--- src/rtl/cfgld_pkg.sv ---
package cfgld_pkg;

    // Layout of the EEPROM words examined by the loader.
    localparam int EE_WORD_FIRST = 3;
    localparam int EE_WORD_CSUM  = 5;

    // Layout of the fuse bytes examined by the loader.
    localparam int FU_BYTE_CSUM  = 25;
    localparam int FU_CFG_FIRST  = 1;
    localparam logic [7:0] BLANK_MARK = 8'hFF;

    // Size of the visible configuration bank.
    localparam int CFG_BYTES = 4;
    localparam int CFG_W     = CFG_BYTES * 8;

    typedef enum logic [2:0] {
        ST_START,
        ST_EE_RD,
        ST_EE_CHK,
        ST_FU_RD,
        ST_FU_CHK,
        ST_COMMIT,
        ST_DONE
    } ld_state_e;

    typedef enum logic [1:0] {
        SRC_EE  = 2'd0,
        SRC_FU  = 2'd1,
        SRC_DEF = 2'd2
    } cfg_src_e;

    typedef struct packed {
        logic [CFG_BYTES-1:0] mask;
        logic [CFG_W-1:0]     data;
    } stage_wr_t;

    function automatic logic csum_ok(input logic [7:0] sum, input logic [7:0] stored);
        return stored == 8'(8'hFF - sum);
    endfunction

endpackage

--- src/rtl/cfgld_csum.sv ---
module cfgld_csum #(
    parameter int LANES = 2
) (
    input  logic               clk,
    input  logic               rst,
    input  logic               clr,
    input  logic               add_en,
    input  logic [LANES-1:0]   lane_en,
    input  logic [LANES*8-1:0] lane_data,
    output logic [7:0]         sum
);
    logic [7:0] sum_q;
    logic [7:0] acc;

    always_comb begin
        acc = sum_q;
        for (int l = 0; l < LANES; l++) begin
            if (lane_en[l]) begin
                acc = acc + lane_data[l*8 +: 8];
            end
        end
    end

    always_ff @(posedge clk) begin
        if (rst || clr) begin
            sum_q <= '0;
        end else if (add_en) begin
            sum_q <= acc;
        end
    end

    assign sum = sum_q;
endmodule

--- src/rtl/cfgld_bank.sv ---
module cfgld_bank
    import cfgld_pkg::*;
#(
    parameter logic [CFG_W-1:0] DEF_CFG = '0
) (
    input  logic             clk,
    input  logic             rst,
    input  stage_wr_t        wr,
    input  logic             commit,
    input  logic             use_def,
    output logic [CFG_W-1:0] cfg
);
    logic [7:0] stage_q [CFG_BYTES];
    logic [7:0] cfg_q   [CFG_BYTES];

    for (genvar i = 0; i < CFG_BYTES; i++) begin : g_byte
        always_ff @(posedge clk) begin
            if (rst) begin
                stage_q[i] <= '0;
            end else if (wr.mask[i]) begin
                stage_q[i] <= wr.data[i*8 +: 8];
            end
        end

        always_ff @(posedge clk) begin
            if (rst) begin
                cfg_q[i] <= DEF_CFG[i*8 +: 8];
            end else if (commit) begin
                cfg_q[i] <= use_def ? DEF_CFG[i*8 +: 8] : stage_q[i];
            end
        end

        assign cfg[i*8 +: 8] = cfg_q[i];
    end
endmodule

--- src/rtl/cfgld_ctrl.sv ---
module cfgld_ctrl
    import cfgld_pkg::*;
#(
    parameter int EE_AW = 8,
    parameter int FU_AW = 6
) (
    input  logic             clk,
    input  logic             rst,
    output logic             ee_req,
    output logic [EE_AW-1:0] ee_addr,
    input  logic             ee_valid,
    input  logic             ee_err,
    input  logic [15:0]      ee_data,
    output logic             fu_req,
    output logic [FU_AW-1:0] fu_addr,
    input  logic             fu_valid,
    input  logic [7:0]       fu_data,
    input  logic [7:0]       sum,
    output logic             csum_clr,
    output logic             csum_add,
    output logic [1:0]       lane_en,
    output logic [15:0]      lane_data,
    output stage_wr_t        stage_wr,
    output logic             commit,
    output logic             use_def,
    output logic [1:0]       src_o,
    output logic             done_o
);
    localparam int IW = FU_AW;
    localparam logic [IW-1:0] EE_LAST_IDX = IW'(EE_WORD_CSUM - EE_WORD_FIRST);
    localparam logic [IW-1:0] FU_LAST_IDX = IW'(FU_BYTE_CSUM);
    localparam logic [IW-1:0] FU_CFG_LO   = IW'(FU_CFG_FIRST);
    localparam logic [IW-1:0] FU_CFG_HI   = IW'(FU_CFG_FIRST + CFG_BYTES - 1);

    ld_state_e       state_q;
    logic [IW-1:0]   idx_q;
    logic            fail_q;
    logic [7:0]      stored_q;
    cfg_src_e        pick_q;
    cfg_src_e        src_q;
    logic            done_q;

    logic            ee_take;
    logic            fu_take;
    logic            fu_blank;
    logic [IW-1:0]   fu_rel;

    assign ee_req   = (state_q == ST_EE_RD);
    assign fu_req   = (state_q == ST_FU_RD);
    assign ee_addr  = EE_AW'(EE_WORD_FIRST) + EE_AW'(idx_q);
    assign fu_addr  = idx_q;
    assign ee_take  = ee_req && ee_valid;
    assign fu_take  = fu_req && fu_valid;
    assign fu_blank = (idx_q == '0) && (fu_data == BLANK_MARK);
    assign fu_rel   = idx_q - FU_CFG_LO;

    // Datapath steering: checksum lanes and staging writes.
    always_comb begin
        csum_clr  = (state_q == ST_EE_CHK);
        csum_add  = 1'b0;
        lane_en   = '0;
        lane_data = ee_data;
        stage_wr  = '0;
        commit    = (state_q == ST_COMMIT);
        use_def   = (pick_q == SRC_DEF);
        unique case (state_q)
            ST_EE_RD: begin
                if (ee_take && !ee_err && idx_q < EE_LAST_IDX) begin
                    csum_add      = 1'b1;
                    lane_en       = 2'b11;
                    stage_wr.mask = CFG_BYTES'(2'b11) << {idx_q, 1'b0};
                    stage_wr.data = CFG_W'(ee_data) << {idx_q, 4'b0000};
                end
            end
            ST_FU_RD: begin
                lane_data = {8'h00, fu_data};
                if (fu_take && !fu_blank && idx_q < FU_LAST_IDX) begin
                    csum_add = 1'b1;
                    lane_en  = 2'b01;
                    if (idx_q >= FU_CFG_LO && idx_q <= FU_CFG_HI) begin
                        stage_wr.mask = CFG_BYTES'(1) << fu_rel;
                        stage_wr.data = CFG_W'(fu_data) << {fu_rel, 3'b000};
                    end
                end
            end
            default: ;
        endcase
    end

    // Sequencing of sources and verdicts.
    always_ff @(posedge clk) begin
        if (rst) begin
            state_q  <= ST_START;
            idx_q    <= '0;
            fail_q   <= 1'b0;
            stored_q <= '0;
            pick_q   <= SRC_DEF;
            src_q    <= SRC_DEF;
            done_q   <= 1'b0;
        end else begin
            done_q <= 1'b0;
            unique case (state_q)
                ST_START: begin
                    idx_q   <= '0;
                    fail_q  <= 1'b0;
                    state_q <= ST_EE_RD;
                end
                ST_EE_RD: begin
                    if (ee_take) begin
                        if (ee_err) begin
                            fail_q  <= 1'b1;
                            state_q <= ST_EE_CHK;
                        end else if (idx_q == EE_LAST_IDX) begin
                            stored_q <= ee_data[7:0];
                            state_q  <= ST_EE_CHK;
                        end else begin
                            idx_q <= idx_q + 1'b1;
                        end
                    end
                end
                ST_EE_CHK: begin
                    if (!fail_q && csum_ok(sum, stored_q)) begin
                        pick_q  <= SRC_EE;
                        state_q <= ST_COMMIT;
                    end else begin
                        idx_q   <= '0;
                        fail_q  <= 1'b0;
                        state_q <= ST_FU_RD;
                    end
                end
                ST_FU_RD: begin
                    if (fu_take) begin
                        if (fu_blank) begin
                            fail_q  <= 1'b1;
                            state_q <= ST_FU_CHK;
                        end else if (idx_q == FU_LAST_IDX) begin
                            stored_q <= fu_data;
                            state_q  <= ST_FU_CHK;
                        end else begin
                            idx_q <= idx_q + 1'b1;
                        end
                    end
                end
                ST_FU_CHK: begin
                    pick_q  <= (!fail_q && csum_ok(sum, stored_q)) ? SRC_FU : SRC_DEF;
                    state_q <= ST_COMMIT;
                end
                ST_COMMIT: begin
                    src_q   <= pick_q;
                    done_q  <= 1'b1;
                    state_q <= ST_DONE;
                end
                default: state_q <= ST_DONE;
            endcase
        end
    end

    assign src_o  = src_q;
    assign done_o = done_q;
endmodule

--- src/rtl/cfg_boot_loader.sv ---
module cfg_boot_loader
    import cfgld_pkg::*;
#(
    parameter int               EE_AW    = 8,
    parameter int               FU_DEPTH = 64,
    parameter logic [CFG_W-1:0] DEF_CFG  = 32'h5A3C_9612
) (
    input  logic                        clk,
    input  logic                        rst,
    output logic                        ee_req,
    output logic [EE_AW-1:0]            ee_addr,
    input  logic                        ee_valid,
    input  logic                        ee_err,
    input  logic [15:0]                 ee_data,
    output logic                        fu_req,
    output logic [$clog2(FU_DEPTH)-1:0] fu_addr,
    input  logic                        fu_valid,
    input  logic [7:0]                  fu_data,
    output logic [CFG_W-1:0]            cfg_data,
    output logic [1:0]                  cfg_src,
    output logic                        cfg_done
);
    localparam int FU_AW = $clog2(FU_DEPTH);

    logic [7:0]  sum;
    logic        csum_clr;
    logic        csum_add;
    logic [1:0]  lane_en;
    logic [15:0] lane_data;
    stage_wr_t   stage_wr;
    logic        commit;
    logic        use_def;

    cfgld_ctrl #(
        .EE_AW (EE_AW),
        .FU_AW (FU_AW)
    ) u_ctrl (
        .clk       (clk),
        .rst       (rst),
        .ee_req    (ee_req),
        .ee_addr   (ee_addr),
        .ee_valid  (ee_valid),
        .ee_err    (ee_err),
        .ee_data   (ee_data),
        .fu_req    (fu_req),
        .fu_addr   (fu_addr),
        .fu_valid  (fu_valid),
        .fu_data   (fu_data),
        .sum       (sum),
        .csum_clr  (csum_clr),
        .csum_add  (csum_add),
        .lane_en   (lane_en),
        .lane_data (lane_data),
        .stage_wr  (stage_wr),
        .commit    (commit),
        .use_def   (use_def),
        .src_o     (cfg_src),
        .done_o    (cfg_done)
    );

    cfgld_csum #(
        .LANES (2)
    ) u_csum (
        .clk       (clk),
        .rst       (rst),
        .clr       (csum_clr),
        .add_en    (csum_add),
        .lane_en   (lane_en),
        .lane_data (lane_data),
        .sum       (sum)
    );

    cfgld_bank #(
        .DEF_CFG (DEF_CFG)
    ) u_bank (
        .clk     (clk),
        .rst     (rst),
        .wr      (stage_wr),
        .commit  (commit),
        .use_def (use_def),
        .cfg     (cfg_data)
    );
endmodule

--- config.mk ---
export PLATFORM = sky130hd
export DESIGN_NAME = cfg_boot_loader
export DESIGN_NICKNAME = d
export VERILOG_FILES = /design/src/rtl/cfgld_pkg.sv /design/src/rtl/cfgld_csum.sv /design/src/rtl/cfgld_bank.sv /design/src/rtl/cfgld_ctrl.sv /design/src/rtl/cfg_boot_loader.sv
export SDC_FILE = /design/constraint.sdc
export NUM_CORES = 1
export LEC_CHECK = 0
export ABC_AREA = 1
export BUFFER_PORTS_ARGS = -buffer_cell sky130_fd_sc_hd__buf_2
export CAP_MARGIN = 10
export CORE_UTILIZATION = 55
export CTS_CLUSTER_SIZE = 25
export DETAILED_ROUTE_END_ITERATION = 8
export GPL_ROUTABILITY_DRIVEN = 0
export GPL_TIMING_DRIVEN = 1
export PLACE_DENSITY_LB_ADDON = 0.25
export SLEW_MARGIN = 0
export SYNTH_ARGS = -nofsm -noshare
export SYNTH_HDL_FRONTEND = slang
export SYNTH_SLANG_ARGS = --single-unit
--- constraint.sdc ---
create_clock -name clk -period 4.9 [get_ports clk]
set_input_delay 0 -clock clk [delete_from_list [all_inputs] [get_ports clk]]
set_output_delay 0 -clock clk [all_outputs]
set_load 0.02 [all_outputs]
# Yosys cells after proc, flatten, opt, wreduce, memory -nomap -nowiden
# Memories as Yosys holds them, arrays and structs flattened.
# Index checks and enable logic that the tools add are counted.
word_totals:
  regBits: 31
  ram_bits: 64
  in_bits: 29
  output_inout_bits: 51
  elab_cells: 153
  memories: 2
classes:
  add_sub_neg: 6
  magnitude_cmp: 4
  n_eq_ne: 24
  n_shift: 4
  n_mux: 74
  bitwise_logic: 8
  reduce_logical: 23
mem_list:
  columns: ["memory", "depth", "width", "rd", "rd_clocked_by_memory_dff", "write_ports", "line_no", "rtl"]
  rows:
  - ["u_bank.cfg_q", 4, 8, 4, 0, 4, "cfgld_bank.sv:14", "logic [7:0] cfg_q [CFG_BYTES];"]
  - ["u_bank.stage_q", 4, 8, 4, 0, 4, "cfgld_bank.sv:13", "logic [7:0] stage_q [CFG_BYTES];"]
ops:
  columns: ["operator", "count"]
  rows:
  - ["two-way mux 8 bit", 20]
  - ["two-way mux 36 bit", 3]
  - ["case mux 36 bit (2 select lines)", 1]
  - ["two-way mux 6 bit", 7]
  - ["<< shifter 16 x 10 -> 32 bit", 1]
  - ["<< shifter 8 x 9 -> 32 bit", 1]
  - ["two-way mux 1 bit", 25]
  - ["inequality test 2 bit, second input constant", 12]
  - ["case mux 6 bit (4 select lines)", 1]
  - ["two-way mux 3 bit", 7]
  - ["adder 8 bit", 2]
  - ["two-way mux 16 bit", 1]
  - ["case mux 8 bit (2 select lines)", 1]
  - ["case mux 3 bit (5 select lines)", 1]
  - ["logical AND 1 bit", 9]
  - ["== test 8 bit", 1]
  - ["== test 8 bit, second input constant", 1]
  - ["OR 1 bit", 8]
  - ["case mux 2 bit (2 select lines)", 2]
  - ["AND reduction 8 bit", 1]
  - ["subtractor 8 bit, first input constant", 1]
  - ["adder 2 x 6 -> 7 bit, first input constant", 1]
  - ["AND reduction 7 bit", 1]
  - ["<< shifter 2 x 7 -> 4 bit, first input constant", 1]
  - ["other kinds (26)", 34]

# Depth between registers and ports, before layout
logic_depth:
  depth_word: 11
  mapped_depth: 28
  mapped_depth_nobuf: 26

# Hierarchy
# A second synthesis with hierarchy kept.
hier_totals:
  cells_unflattened: 844
  area_unflattened_um2: 6296.0
by_module_without_submodules:
  columns: ["mod", "instances", "cells_per_inst", "area_each_um2", "seq_area_each_um2"]
  rows:
  - ["cfgld_bank", 1, 210, 2608.8, 1921.8]
  - ["cfgld_ctrl", 1, 447, 2567.5, 460.4]
  - ["cfgld_csum", 1, 187, 1119.8, 160.2]

# Worst setup path before layout
# OpenSTA, ideal clock, no wires.
synth_timing:
  kind: "register to register"
  start: "reg u_ctrl.state_q[0]"
  end: "reg u_csum.sum_q[5], in the netlist u_csum.sum[5]"
  setup_time_ns: 0.124
  arrival_time_ns: 3.115
  required_time_ns: 4.776
  slack_ns: 1.661
  stages_incl_launch_ff: 22
  n_path_buf: 2
  synth_period_minus_slack_ns: 3.239
  cell_sequence: "dfxtp_1 -> buf_2 -> nand2_1 -> nor2_4 -> buf_2 -> nand2_1 -> o21ai_0 -> ha_1 -> inv_1 -> fa_1 -> inv_1 -> nand3_1 -> nand3_1 -> xnor2_1 -> o21ai_0 -> ha_1 -> nand2_1 -> nand2_1 -> o21bai_1 -> or2_2 -> nand3_1 -> a21oi_1"
synth_via:
  word_cells_on_any_way: 21
  cone_classes: "2 x add/sub; 3 x eq/ne; 9 x mux; 7 x reduce/logical"
synth_lines:
  columns: ["item", "line_no", "rtl"]
  rows:
  - ["start, declared", "cfgld_ctrl.sv:35", "ld_state_e state_q;"]
  - ["start signal, assigned", "cfgld_ctrl.sv:93", "state_q <= ST_START;"]
  - ["start signal, assigned", "cfgld_ctrl.sv:106", "state_q <= ST_EE_RD;"]
  - ["start signal, assigned", "cfgld_ctrl.sv:112", "state_q <= ST_EE_CHK;"]
  - ["== test 3 x 2 -> 1 bit (*)", "cfgld_ctrl.sv:66", "unique case (state_q)"]
  - ["two-way mux 16 bit (*)", "cfgld_ctrl.sv:66", null]
  - ["named net lane_data[0]", "cfg_boot_loader.sv:29", "logic [15:0] lane_data;"]
  - ["adder 8 bit (*)", "cfgld_csum.sv:19", "acc = acc + lane_data[l*8 +: 8];"]
  - ["two-way mux 8 bit (*)", "cfgld_csum.sv:18", "if (lane_en[l]) begin"]
  - ["adder 8 bit", "cfgld_csum.sv:19", null]
  - ["two-way mux 8 bit (*)", "cfgld_csum.sv:18", null]
  - ["end signal, assigned", "cfgld_csum.sv:26", "sum_q <= '0;"]
  - ["end signal, assigned", "cfgld_csum.sv:28", "sum_q <= acc;"]
  - ["end, declared", "cfgld_csum.sv:12", "logic [7:0] sum_q;"]
# The timed path passes the listed nets; every way through them passes the cells marked *.
# A chain may end at the register's enable or synchronous reset.

# Worst setup path after layout
layout_timing:
  start: "reg u_ctrl.idx_q[2], in the netlist u_ctrl.fu_addr[2]"
  end: "reg u_csum.sum_q[4], in the netlist u_csum.sum[4]"
layout_via:
  elab_chain_cells: 10
  word_cells_on_any_way: 17
  cone_classes: "1 x add/sub; 2 x order compare; 8 x mux; 6 x reduce/logical"
layout_lines:
  columns: ["item", "line_no", "rtl"]
  rows:
  - ["start, declared", "cfgld_ctrl.sv:36", "logic [IW-1:0] idx_q;"]
  - ["start signal, assigned", "cfgld_ctrl.sv:117", "idx_q <= idx_q + 1'b1;"]
  - ["start signal, assigned", "cfgld_ctrl.sv:140", "idx_q <= idx_q + 1'b1;"]
  - ["parallel branches: the longest is 10 deep, another holds adder 8 bit", null, null]
# Parallel ways; which one is timed is not known.

==> run summary <==
status: complete, no violations
Post-Syn Area: 5990 sq um
H-tree lvl count: 3
clock tree buffer depth: 2
setup_tns: 0 ps
net count after synthesis: 836
grt total ovfl: 0
number of flops mapped to enable cells by yosys: 64
final hold vios: 0
synthesis-to-finish area growth: 10.4%
Synth area leaders: edfxtp_1, nor2_1, dfxtp_1
overall global routing resource usage: 24.2%
sequential cell area: 2540 sq um
Ports: 80
CP Capture Type: register
routed vias: 5240
largest net degree at the start of global routing: 34
initial antenna violation count: 0
Port Buffers: 78
Max Cap Violations: 0
Util after Layout: 63.3%
CP required: 5190 ps
area of the multi-input gates: 2880 sq um
post-DP HPWL: 10100 um
layout cell share with drive strength beyond 1: 18.7%
Starting DRT DRC Count: 331
FF+latch count, synth: 95
routed len/inst: 13.4 um
fin crit share: 80.2%
Synth Instances: 785
most common cell in the netlist: nor2_1
Synth top area share: 32.1%
leakage power: 2.92 nW
vias in the first global route: 4795
die width: 106 um
Pwr Density: 383 nW/um^2
CTS-repair resized insts: 0
Detailed Route WL: 13300 um
CTS root buf: clkbuf_8
CTS buffer count: 9
Post-CTS Setup Inserts: 0
core area: 10500 sq um
Hold WC Path Type: in2reg
Clock Sinks: 95
YS warnings: 0
min Tclk post-route: 3930 ps
unrepaired setup endpoints after global routing: no
max_slew headroom: 35.1%
critical path class: reg2reg
Worst Setup Start Kind: register
Routed Antenna Nets: 0
cell taking the most area after synthesis: edfxtp_1
DRC errors left: 0
1st-pass router iterations: 5
syn avg cell area: 7.63 sq um
fmax: 254 MHz
worst slew pin tran: 973 ps
Top FF cell, synth: edfxtp_1
row count: 37
Data arrival, critical path: 4220 ps
fillers: 934
Worst Skew: 25.0 ps
Crit Path Max Fanout: 30
full die area: 11300 sq um
Unique masters post-synth: 42
Synth top cells by count: nor2_1, nand2_1, inv_1
die height: 106 um
Final Slew Violations: 0
CTS tree: yes
clock-pin slew on the worst setup and hold paths: 110 ps
Post-synth ARST share: 0%
vias per inst: 5.27
Antenna diodes: 0
final setup fails: 0
sequential share of the synthesized area: 42.4%
starting density of the core: 57.3%
worst vdd ir: 241 uV
NumNets Final: 905
first-pass GRT wire length: 21900 um
latest clock arrival within the worst-skew pair: 370 ps
[metal layers]
| layer | vias to the layer above | part of all wire, % | global-route usage, % |
|---|---|---|---|
| li1 | 2647 | - | - |
| met1 | 2349 | 42 | 30.9 |
| met2 | 221 | 49 | 41.9 |
| met3 | 21 | 7.4 | 3.19 |
| met4 | 2 | 1.8 | 8.73 |
| met5 | - | 0.15 | 0 |
[area by class of cell]
type	instances	share of cell area [%]
Multi-Input combinational cell	561	43.5
Sequential cell	95	38.4
Clock buffer	10	1.93
Inverter	102	5.86
Timing Repair Buffer	85	6.88
Tap cell	136	2.57
Clock inverter	6	0.794
[state kept, by name, summed over array words and instances (netlist names)]
| signal | flops |
|---|---|
| u_bank.cfg_q | 32 |
| u_bank.stage_q | 32 |
| u_csum.sum | 8 |
| u_ctrl.done_o | 1 |
| u_ctrl.fail_q | 1 |
| u_ctrl.fu_addr | 6 |
| u_ctrl.pick_q | 2 |
| u_ctrl.src_o | 2 |
| u_ctrl.state_q | 3 |
| u_ctrl.stored_q | 8 |
[per-stage QoR]
| step | hold slack, ps | instance area, sq um | cells | power (W) | setup WS (ps) |
|---|---|---|---|---|---|
| finish | 0.470 | 6620 | 995 | 0.00253 | 969 |
| CTS | 0.0977 | 6620 | 995 | 0.00252 | 1040 |
| detailed placement | 343 | 6390 | 974 | 0.00204 | 1090 |
| global placement | 342 | 6390 | 974 | 0.00201 | 1220 |
| global route | 14.4 | 6620 | 995 | 0.00269 | 602 |
| floorplan | 78.7 | 5990 | 785 | 0.00182 | 1660 |
[power breakdown]
| part | switching, W | internal (W) | leakage [nW] | total (W) |
|---|---|---|---|---|
| sequential | 0.0000701 | 0.000940 | 0.865 | 0.00101 |
| clock | 0.000295 | 0.000194 | 0.0858 | 0.000489 |
| combinational | 0.000703 | 0.000330 | 1.97 | 0.00103 |
| total | 0.00107 | 0.00146 | 2.92 | 0.00253 |
[cell usage in the layout, fill, tap and decap left out, drive strengths merged, types with 3 or more instances in the layout]
| cell type | instances |
|---|---|
| nor2 | 179 |
| nand2 | 156 |
| inv | 106 |
| buf | 80 |
| edfxtp | 64 |
| nand3 | 56 |
| nor3 | 34 |
| dfxtp | 31 |
| a21oi | 30 |
| o21ai | 27 |
| or2 | 20 |
| ha | 20 |
| clkbuf | 10 |
| xor2 | 9 |
| nand4 | 9 |
| xnor2 | 6 |
| dlygate4sd3 | 5 |
| a31oi | 3 |
[path summary, 6_finish.rpt]
check	endpoint	slack [ps]	cells past startpoint	start
max	u_csum.sum[4]	970	18	u_ctrl.fu_addr[2]
min	u_ctrl.stored_q[5]	0.5	3	fu_data[5]
max reg2reg	u_csum.sum[4]	970	18	u_ctrl.fu_addr[2]
min reg2reg	u_ctrl.src_o[0]	490	2	u_ctrl.src_o[0]
[cell families after synthesis]
family                   after synthesis  synth area share [%]
other                                  1                0.0626
XOR/XNOR                              15                  2.19
buffers and inverters                129                  9.50
flip-flops                            95                  42.4
AO/OA/AOI/OAI                         65                  5.91
AND/OR/NAND/NOR                      458                  35.1
adder cells (fa/ha/maj)               22                  4.84
[timing repair]
action / 4_1_cts / 5_1_grt
hold buffers: 5 / 0
setup endpoints to repair: 0 / 0
endpoints found under the hold margin: 8 / 0
[worst max-delay path, stage by stage, from the launching register on]
cell and delay (ps):
dfxtp_1 700, nor2_8 90, nand2_2 460, nor2_1 100, nand2_1 170, nand3_2 200, nand2_1 370, inv_1 210
o21ai_0 300, inv_1 110, fa_1 460, inv_1 100, nand3_1 70, nand2_1 80, or2_2 100, nand3_1 60
o21ai_0 80, nand2_1 70, a21oi_1 120
Power figures use the tool's default switching activity.
